[src/rtl/cfr_pkg.sv]
package cfr_pkg;

    localparam logic [3:0] FC_STATE      = 4'd0;
    localparam logic [3:0] FC_DISTURB    = 4'd1;
    localparam logic [3:0] FC_TRANS      = 4'd2;
    localparam logic [3:0] FC_WR_DESTR   = 4'd3;
    localparam logic [3:0] FC_RD_DESTR   = 4'd4;
    localparam logic [3:0] FC_RD_WRONG   = 4'd5;
    localparam logic [3:0] FC_RD_DECEPT  = 4'd6;
    localparam logic [3:0] FC_DYN_DESTR  = 4'd7;
    localparam logic [3:0] FC_DYN_DECEPT = 4'd8;
    localparam logic [3:0] FC_DYN_WRONG  = 4'd9;

    typedef enum logic [1:0] {
        H_IDLE  = 2'd0,
        H_WROTE = 2'd1,
        H_READ  = 2'd2
    } hist_state_e;

    typedef struct packed {
        logic       enable;
        logic [3:0] fclass;
        logic       x;
        logic       y;
        logic       z;
    } fault_cfg_t;

endpackage

[src/rtl/cfr_cfg_reg.sv]
module cfr_cfg_reg
    import cfr_pkg::*;
#(
    parameter int ADDR_W = 6
) (
    input  logic              clk,
    input  logic              rst_n,
    input  logic              cfg_we,
    input  logic              cfg_enable,
    input  logic [3:0]        cfg_class,
    input  logic [ADDR_W-1:0] cfg_aggr,
    input  logic [ADDR_W-1:0] cfg_vict,
    input  logic              cfg_x,
    input  logic              cfg_y,
    input  logic              cfg_z,
    output fault_cfg_t        cfg_q,
    output logic [ADDR_W-1:0] aggr_q,
    output logic [ADDR_W-1:0] vict_q
);

    always_ff @(posedge clk) begin
        if (!rst_n) begin
            cfg_q  <= '0;
            aggr_q <= '0;
            vict_q <= '0;
        end else if (cfg_we) begin
            cfg_q.enable <= cfg_enable;
            cfg_q.fclass <= cfg_class;
            cfg_q.x      <= cfg_x;
            cfg_q.y      <= cfg_y;
            cfg_q.z      <= cfg_z;
            aggr_q       <= cfg_aggr;
            vict_q       <= cfg_vict;
        end
    end

endmodule

[src/rtl/cfr_history.sv]
module cfr_history
    import cfr_pkg::*;
#(
    parameter int ADDR_W = 6
) (
    input  logic              clk,
    input  logic              rst_n,
    input  logic              mem_req,
    input  logic              mem_we,
    input  logic [ADDR_W-1:0] mem_addr,
    input  logic              mem_wdata,
    output hist_state_e       hist_state,
    output logic [ADDR_W-1:0] hist_addr,
    output logic              hist_data
);

    hist_state_e state_q;
    hist_state_e state_d;

    // State register
    always_ff @(posedge clk) begin
        if (!rst_n) begin
            state_q   <= H_IDLE;
            hist_addr <= '0;
            hist_data <= 1'b0;
        end else begin
            state_q <= state_d;
            if (mem_req) begin
                hist_addr <= mem_addr;
                hist_data <= mem_wdata;
            end
        end
    end

    // Next-state logic: each state follows the current cycle's access
    always_comb begin
        state_d = state_q;
        unique case (state_q)
            H_IDLE, H_WROTE, H_READ: begin
                if (!mem_req)    state_d = H_IDLE;
                else if (mem_we) state_d = H_WROTE;
                else             state_d = H_READ;
            end
            default: state_d = H_IDLE;
        endcase
    end

    assign hist_state = state_q;

endmodule

[src/rtl/cfr_fault_eval.sv]
module cfr_fault_eval
    import cfr_pkg::*;
#(
    parameter int ADDR_W = 6
) (
    input  fault_cfg_t        cfg,
    input  logic [ADDR_W-1:0] aggr,
    input  logic [ADDR_W-1:0] vict,
    input  logic              mem_req,
    input  logic              mem_we,
    input  logic [ADDR_W-1:0] mem_addr,
    input  logic              mem_wdata,
    input  logic              cur_bit,
    input  logic              aggr_bit,
    input  logic              vict_bit,
    input  hist_state_e       hist_state,
    input  logic [ADDR_W-1:0] hist_addr,
    input  logic              hist_data,
    output logic              store_bit,
    output logic              read_bit,
    output logic              force_vict,
    output logic              force_val
);

    logic rd, wr, hit_v, hit_a, aggr_armed, dyn_pair;

    always_comb begin
        rd         = mem_req && !mem_we;
        wr         = mem_req && mem_we;
        hit_v      = (mem_addr == vict);
        hit_a      = (mem_addr == aggr);
        aggr_armed = (aggr_bit == cfg.x);
        dyn_pair   = rd && hit_v && (hist_state == H_WROTE) &&
                     (hist_addr == vict) && (hist_data == cfg.y) &&
                     (!cfg.z || aggr_armed);

        store_bit  = mem_wdata;
        read_bit   = cur_bit;
        force_vict = 1'b0;
        force_val  = !cfg.y;

        if (cfg.enable) begin
            unique case (cfg.fclass)
                FC_STATE: begin
                    if (aggr_armed && vict_bit == cfg.y && !(wr && hit_v))
                        force_vict = 1'b1;
                end
                FC_DISTURB: begin
                    if (mem_req && hit_a && aggr_armed && vict_bit == cfg.y)
                        force_vict = 1'b1;
                end
                FC_TRANS: begin
                    if (wr && hit_v && aggr_armed && cur_bit != cfg.y &&
                        mem_wdata == cfg.y)
                        store_bit = cur_bit;
                end
                FC_WR_DESTR: begin
                    if (wr && hit_v && aggr_armed && cur_bit == cfg.y &&
                        mem_wdata == cfg.y)
                        store_bit = !cfg.y;
                end
                FC_RD_DESTR: begin
                    if (rd && hit_v && aggr_armed && cur_bit == cfg.y) begin
                        force_vict = 1'b1;
                        read_bit   = !cfg.y;
                    end
                end
                FC_RD_WRONG: begin
                    if (rd && hit_v && aggr_armed && cur_bit == cfg.y)
                        read_bit = !cfg.y;
                end
                FC_RD_DECEPT: begin
                    if (rd && hit_v && aggr_armed && cur_bit == cfg.y)
                        force_vict = 1'b1;
                end
                FC_DYN_DESTR: begin
                    if (dyn_pair) begin
                        force_vict = 1'b1;
                        read_bit   = !cfg.y;
                    end
                end
                FC_DYN_DECEPT: begin
                    if (dyn_pair) force_vict = 1'b1;
                end
                FC_DYN_WRONG: begin
                    if (dyn_pair) read_bit = !cfg.y;
                end
                default: ;
            endcase
        end
    end

endmodule

[src/rtl/coupling_fault_ram.sv]
module coupling_fault_ram
    import cfr_pkg::*;
#(
    parameter int ADDR_W = 6
) (
    input  logic              clk,
    input  logic              rst_n,
    input  logic              mem_req,
    input  logic              mem_we,
    input  logic [ADDR_W-1:0] mem_addr,
    input  logic              mem_wdata,
    output logic              mem_rdata,
    output logic              mem_rvalid,
    input  logic              cfg_we,
    input  logic              cfg_enable,
    input  logic [3:0]        cfg_class,
    input  logic [ADDR_W-1:0] cfg_aggr,
    input  logic [ADDR_W-1:0] cfg_vict,
    input  logic              cfg_x,
    input  logic              cfg_y,
    input  logic              cfg_z
);

    localparam int DEPTH = 1 << ADDR_W;

    logic [DEPTH-1:0]  mem_q;
    fault_cfg_t        cfg_q;
    logic [ADDR_W-1:0] aggr_q;
    logic [ADDR_W-1:0] vict_q;
    hist_state_e       hist_state;
    logic [ADDR_W-1:0] hist_addr;
    logic              hist_data;
    logic              store_bit;
    logic              read_bit;
    logic              force_vict;
    logic              force_val;

    cfr_cfg_reg #(.ADDR_W(ADDR_W)) u_cfg (
        .clk        (clk),
        .rst_n      (rst_n),
        .cfg_we     (cfg_we),
        .cfg_enable (cfg_enable),
        .cfg_class  (cfg_class),
        .cfg_aggr   (cfg_aggr),
        .cfg_vict   (cfg_vict),
        .cfg_x      (cfg_x),
        .cfg_y      (cfg_y),
        .cfg_z      (cfg_z),
        .cfg_q      (cfg_q),
        .aggr_q     (aggr_q),
        .vict_q     (vict_q)
    );

    cfr_history #(.ADDR_W(ADDR_W)) u_hist (
        .clk        (clk),
        .rst_n      (rst_n),
        .mem_req    (mem_req),
        .mem_we     (mem_we),
        .mem_addr   (mem_addr),
        .mem_wdata  (mem_wdata),
        .hist_state (hist_state),
        .hist_addr  (hist_addr),
        .hist_data  (hist_data)
    );

    cfr_fault_eval #(.ADDR_W(ADDR_W)) u_eval (
        .cfg        (cfg_q),
        .aggr       (aggr_q),
        .vict       (vict_q),
        .mem_req    (mem_req),
        .mem_we     (mem_we),
        .mem_addr   (mem_addr),
        .mem_wdata  (mem_wdata),
        .cur_bit    (mem_q[mem_addr]),
        .aggr_bit   (mem_q[aggr_q]),
        .vict_bit   (mem_q[vict_q]),
        .hist_state (hist_state),
        .hist_addr  (hist_addr),
        .hist_data  (hist_data),
        .store_bit  (store_bit),
        .read_bit   (read_bit),
        .force_vict (force_vict),
        .force_val  (force_val)
    );

    // Array and read port; a victim force is applied after the access write
    always_ff @(posedge clk) begin
        if (!rst_n) begin
            mem_q      <= '0;
            mem_rdata  <= 1'b0;
            mem_rvalid <= 1'b0;
        end else begin
            if (mem_req && mem_we) mem_q[mem_addr] <= store_bit;
            if (force_vict)        mem_q[vict_q]   <= force_val;
            mem_rvalid <= mem_req && !mem_we;
            if (mem_req && !mem_we) mem_rdata <= read_bit;
        end
    end

endmodule

[config.mk]
export PLATFORM = sky130hd
export DESIGN_NAME = coupling_fault_ram
export DESIGN_NICKNAME = d
export VERILOG_FILES = /design/src/rtl/cfr_pkg.sv /design/src/rtl/cfr_cfg_reg.sv /design/src/rtl/cfr_history.sv /design/src/rtl/cfr_fault_eval.sv /design/src/rtl/coupling_fault_ram.sv
export SDC_FILE = /design/constraint.sdc
export NUM_CORES = 1
export LEC_CHECK = 0
export BUFFER_PORTS_ARGS = -buffer_cell sky130_fd_sc_hd__buf_2
export CORE_UTILIZATION = 50
export DETAILED_ROUTE_END_ITERATION = 10
export PLACE_DENSITY_LB_ADDON = 0.2
export SETUP_SLACK_MARGIN = 0.3
export SYNTH_ARGS = -nofsm -noshare
export SYNTH_HDL_FRONTEND = slang
export SYNTH_HIERARCHICAL = 1
export SYNTH_SLANG_ARGS = --single-unit
[constraint.sdc]
create_clock -name clk -period 4.4 [get_ports clk]
set_input_delay 0.22 -clock clk [delete_from_list [all_inputs] [get_ports clk]]
set_output_delay 0.22 -clock clk [all_outputs]
set_load 0.03 [all_outputs]
Word level (Yosys, flattened, before mapping) --
Cells that the tools add are included.
Storage, ports and cells: register bits 95, output and inout port bits 2, word-level logic and storage cells 103
Cells by class: magnitude comparators 5, eq/ne operators 20, mux-type cells 30, reduce and logical (&&, ||, !) cells 35
Operator list (number):
- $mux 64 | 3
- $bwmux 64 | 2
- $logic_and 1x1->1 | 22
- $lt 6x7->1 const B | 3
- $bmux 1 s6 | 3
- $eq 6x6->1 | 3
- $eq 4x3->1 const B | 4
- $mux 1 | 16
- $demux 1 s6 | 2
- $ge 6x1->1 const B | 2
- $eq 4x2->1 const B | 2
- $eq 4x4->1 const B | 2
- $reduce_or 2->1 | 4
- $eq 1x1->1 | 5
- $eq 4x1->1 const B | 1
- $logic_not 1->1 | 4
- $logic_not 4->1 | 1
- $pmux 1 s2 | 2
- $pmux 1 s4 | 1
- $reduce_and 3->1 | 1
- $reduce_or 3->1 | 1
- $eq 2x1->1 const B | 1
- $eq 2x2->1 const B | 1
- $logic_not 2->1 | 1
- 3 further kinds | 3

Depth between registers and ports, before layout --
word-level depth 14, depth in mapped cells 17

Hierarchy --
The synthesis kept the hierarchy.
By module, submodules not included:
- coupling_fault_ram | times used 1, cells an instance 641, area an instance 5323.9 sq um
- cfr_cfg_reg | times used 1, cells an instance 64, area an instance 755.7 sq um
- cfr_fault_eval | times used 1, cells an instance 68, area an instance 490.5 sq um
- cfr_history | times used 1, cells an instance 28, area an instance 330.3 sq um

Worst setup path after synthesis --
No wires, ideal clock.
path kind register -> register, from register u_cfg.aggr_q[0], to register mem_q[22], arrival time 3.885 ns, setup slack 0.424 ns, stages on the path, launching flop included 17, path buffers 2, period minus slack after synthesis 3.976 ns, path through dfxtp_1 buf_2 buf_4 mux4_2 inv_1 o21ai_1 a2111oi_0 nor2_1 xor2_1 and2_0 or4_1 a211o_1 a21oi_1 nand2b_1 nor2_1 nand2_1 a311oi_1
On the way: elaborated cells on any way between the ends 33, those cells by class 2 x eq/ne; 17 x mux; 14 x reduce/logical
RTL lines:
- start, declared | RTL line cfr_cfg_reg.sv:17 | output logic [ADDR_W-1:0] aggr_q,
- start signal, assigned | RTL line cfr_cfg_reg.sv:32 | aggr_q <= cfg_aggr;
- $bmux 1 s6 | RTL line coupling_fault_ram.sv:75 | .aggr_bit (mem_q[aggr_q]),
- $mux 1 (implied by the code) | RTL line coupling_fault_ram.sv:75
- $eq 1x1->1 | RTL line cfr_fault_eval.sv:32 | aggr_armed = (aggr_bit == cfg.x);
- $logic_or 1x1->1, or another cell as far along | RTL line cfr_fault_eval.sv:35 | (!cfg.z || aggr_armed);
- $logic_and 1x1->1 (on tied branches)
- $mux 1 (on tied branches)
- $pmux 1 s4 * | RTL line cfr_fault_eval.sv:43 | unique case (cfg.fclass)
- $mux 1 * | RTL line cfr_fault_eval.sv:42 | if (cfg.enable) begin
- net force_vict | RTL line coupling_fault_ram.sv:35 | logic force_vict;
- $mux 64 * | RTL line coupling_fault_ram.sv:94 | if (force_vict) mem_q[vict_q] <= force_val;
- end signal, assigned by index | RTL line coupling_fault_ram.sv:93 | if (mem_req && mem_we) mem_q[mem_addr] <= store_bit;
- end signal, assigned by index | RTL line coupling_fault_ram.sv:94
- end, declared | RTL line coupling_fault_ram.sv:26 | logic [DEPTH-1:0] mem_q;
The timed path passes the listed nets; every way through them passes the cells marked *. The select of a mux whose other input is x is not followed. A chain may end at the register's enable or synchronous reset.

Final worst setup path --
from register u_cfg.aggr_q[0], to register mem_q[24]
Same word-level chain as after synthesis.

==> flow_metrics.env <==
export IMPL_min_path_type="primary input to register"
export IMPL_critPathMostFrequentCell="buf_6"
export IMPL_synth_yosys_seq_area_share_pct=27.6
export IMPL_slowest_delay_ns=0.50
export IMPL_syn_inst=801
export IMPL_rsz0062_at_grt="yes"
export IMPL_synth_cell_type_count=56
export IMPL_diodes=0
export IMPL_worstMarginPinSlew_ns=0.980
export IMPL_drtPass1Iterations=5
export IMPL_synth_area_sq_um=6900
export IMPL_max_slew_margin_pct=34.4
export IMPL_r2r_end="mem_q[24]"
export IMPL_htreeDepth=3
export IMPL_syn_nets=833
export IMPL_vias_per_cell=6.66
export IMPL_cp_data_required_time_ns=4.61
export IMPL_crit_chain="buf_12 > mux4_2 > o211ai_1 > o21ai_1 > a2111oi_2 > nor2_1 > xor2_1 > and2_1 > or4_1 > a211o_1 > a21oi_4 > buf_6 > nand2b_4 > nor3_4 > buf_6 > nand2_2 > nor2_2 > a211oi_2"
export IMPL_r2r_slack_ns=0.40
export IMPL_cts_max_path_buffers=2
export IMPL_drt_iter0_drc=770
export IMPL_grt_max_degree=66
export IMPL_dp_cells=983
export IMPL_critPathTopFamily="compound AO/OA/AOI/OAI gates"
export IMPL_end_kind="register"
export IMPL_ir_worst_vdd_mv=0.170
export IMPL_place_congestion=0.981
export IMPL_portBuffers=33
export IMPL_core_area_sq_um=13300
export IMPL_via_count=6684
export IMPL_cp_num_buf_inv=3
export IMPL_worstSetupPathType="register to register"
export IMPL_drive_above_1_share_pct=20.7
export IMPL_finalInstanceArea_sq_um=7820
export IMPL_finalNetCount=856
export IMPL_io_pins=34
export IMPL_finalCriticalPeriod_ns=4.00
export IMPL_clock_latency_ns=0.36
export IMPL_skew_ns=0.00947
export IMPL_drv_cap=0
export IMPL_routedWlPerCell_microns=23.4
export IMPL_gr_usage_all_layers_pct=33.8
export IMPL_status="completed"
export IMPL_async_flop_share_pct=0
export IMPL_fin_crit_sh_pct=90.8
export IMPL_path_max_fanout=4
export IMPL_synth_edf_count=0
export IMPL_synth_seq_cells=95
export IMPL_path_clk_slew_ns=0.07
export IMPL_p_per_area_nw_per_um2=263
export IMPL_drcViolationCount=0
export IMPL_area_growth_pct=13.3
export IMPL_setup_viol=0
export IMPL_cp_data_arrival_time_ns=4.20
export IMPL_fp_dieW_microns=119
export IMPL_grt_pass1_wl_microns=36500
export IMPL_grt_ovfl_total=0
export IMPL_reg2reg_from="u_cfg/aggr_q[0]"
export IMPL_cts_hold_buf=0
export IMPL_total_power_mw=2.06
export IMPL_dpl_hpwl_microns=15600
export IMPL_cp_slowest_cell="mux4_2"
export IMPL_placed_area_sq_um=7320
export IMPL_antenna_found_initial=0
export IMPL_max_freq_mhz=250
export IMPL_synth_ff_type="dfxtp_1"
export IMPL_dieHeight_microns=119
export IMPL_p_leak_nw=2.66
export IMPL_die_area_sq_um=14300
export IMPL_layout_common_cells="nor2_1, nand2_1, dfxtp_1, mux2i_1, a211oi_1"
export IMPL_cts_inserted_buffers=9
export IMPL_min_path_cells=3
export IMPL_reg2regPathDepth=18
export IMPL_clkSinkCount=95
export IMPL_yosys_warnings=6
export IMPL_grt_pass1_vias=6222
export IMPL_layout_cells_non_filler=1003
export IMPL_wirelength_microns=23500
export IMPL_fp_row_count=42
export IMPL_final_hold_viol_count=0
export IMPL_cts_tree="yes"
export IMPL_detail_route_antenna_nets=0
export IMPL_hold_path_endpoint="u_cfg/aggr_q[3]"
export IMPL_hp_start="cfg_aggr[3]"
export IMPL_root_buffer="clkbuf_16"
export IMPL_layout_commonest_cell="nor2_1"
export IMPL_synth_avg_cell_area_sq_um=8.61
export IMPL_crit_path_start_kind="register"
export IMPL_slew_viol_final=0
export IMPL_start_util_pct=51.7
-- worst reg2reg max path, delay by kind of cell (launching register included) --
family | cells | cell delay, ns
multiplexers | 1 | 0.50
AO/OA/AOI/OAI | 6 | 1.27
flip-flops | 1 | 0.37
AND/OR/NAND/NOR | 7 | 1.16
XOR/XNOR | 1 | 0.16
buffers and inverters | 3 | 0.41
-- sequential cells by signal, indices dropped and copies added (netlist names) --
name,cells
mem_q,64
mem_rdata,1
mem_rvalid,1
u_cfg/aggr_q,6
u_cfg/cfg_q,8
u_cfg/vict_q,6
u_hist/hist_addr,6
u_hist/hist_data,1
u_hist/hist_state,2
-- repair_timing --
action,in CTS,in global routing
cloned,0,0
endpoints found under the setup margin,65,64
gates resized for setup,26,21
pin swaps,14,12
buffers inserted,6,0
-- synth_stat cells, types with 10 or more instances --
library cell | instances | area (sq um)
a211oi_1 | 41 | 308
a21oi_1 | 10 | 50.1
a311oi_1 | 27 | 236
clkbuf_1 | 39 | 146
dfxtp_1 | 95 | 1900
mux2i_1 | 77 | 771
mux4_2 | 34 | 766
nand2_1 | 108 | 405
nand2b_1 | 12 | 75.1
nand3_1 | 14 | 70.1
nor2_1 | 124 | 465
nor2b_1 | 37 | 231
o21ai_0 | 33 | 165
xnor2_1 | 11 | 96.3
-- routing by layer --
metal	share of wire, %	vias to the layer above	track usage (%)
met5	0	-	0
met4	4.4	0	17.4
met3	12	81	8.29
met2	44	446	50.7
met1	40	3194	44.9
li1	-	2963	-
-- through the flow --
| step | setup slack (ns) | hold slack [ns] | util [%] | TNS [ns] |
|---|---|---|---|---|
| 5_1_grt | 0.205 | 0.136 | 58.6 | 0 |
| 3_3_place_gp | 0.0637 | 0.442 | 54.8 | 0 |
| 2_1_floorplan | 0.424 | 0.293 | - | 0 |
| 3_5_place_dp | -0.113 | 0.453 | 54.8 | -0.986 |
| 4_1_cts | 0.313 | 0.124 | 58.1 | 0 |
| 6_report | 0.404 | 0.129 | 58.6 | 0 |
-- worst max-delay path by stage --
stage / from / to / slack, ns / cells past startpoint
after global placement: u_cfg/aggr_q[0] / mem_q[58] / 0.06 / 17
after floorplan: u_cfg/aggr_q[0] / mem_q[22] / 0.42 / 16
after detailed placement: u_cfg/aggr_q[0] / mem_q[58] / -0.11 / 17
after CTS: u_cfg/aggr_q[0] / mem_q[48] / 0.31 / 19
final: u_cfg/aggr_q[0] / mem_q[24] / 0.40 / 18
after global routing: u_cfg/aggr_q[0] / mem_q[18] / 0.21 / 18
-- area by class of cell --
class	instances	area (sq um)
clock buffer	10	229
fill	1167	5530
tap	176	220
clock inverter	4	72.6
timing repair buffer	78	591
multi-input combinational	631	4760
sequential	95	1910
inverter	9	33.8
-- report_power, final --
group	internal [mW]	leakage [nW]	switching (mW)
logic	0.118	1.75	0.183
clock network	0.492	0.144	0.352
registers	0.877	0.773	0.0368
-- cells by family (layout without fill, tap and decap cells) --
| logic type | after synthesis | after routing | share of synthesized area (%) |
|---|---|---|---|
| AO/OA/AOI/OAI | 135 | 135 | 13.7 |
| multiplexers | 130 | 130 | 27.3 |
| AND/OR/NAND/NOR | 345 | 345 | 23.4 |
| XOR/XNOR | 21 | 21 | 2.77 |
| buffers and inverters | 75 | 101 | 5.24 |
| flip-flops | 95 | 95 | 27.6 |
No activity file was read; power rests on OpenSTA's default activity.
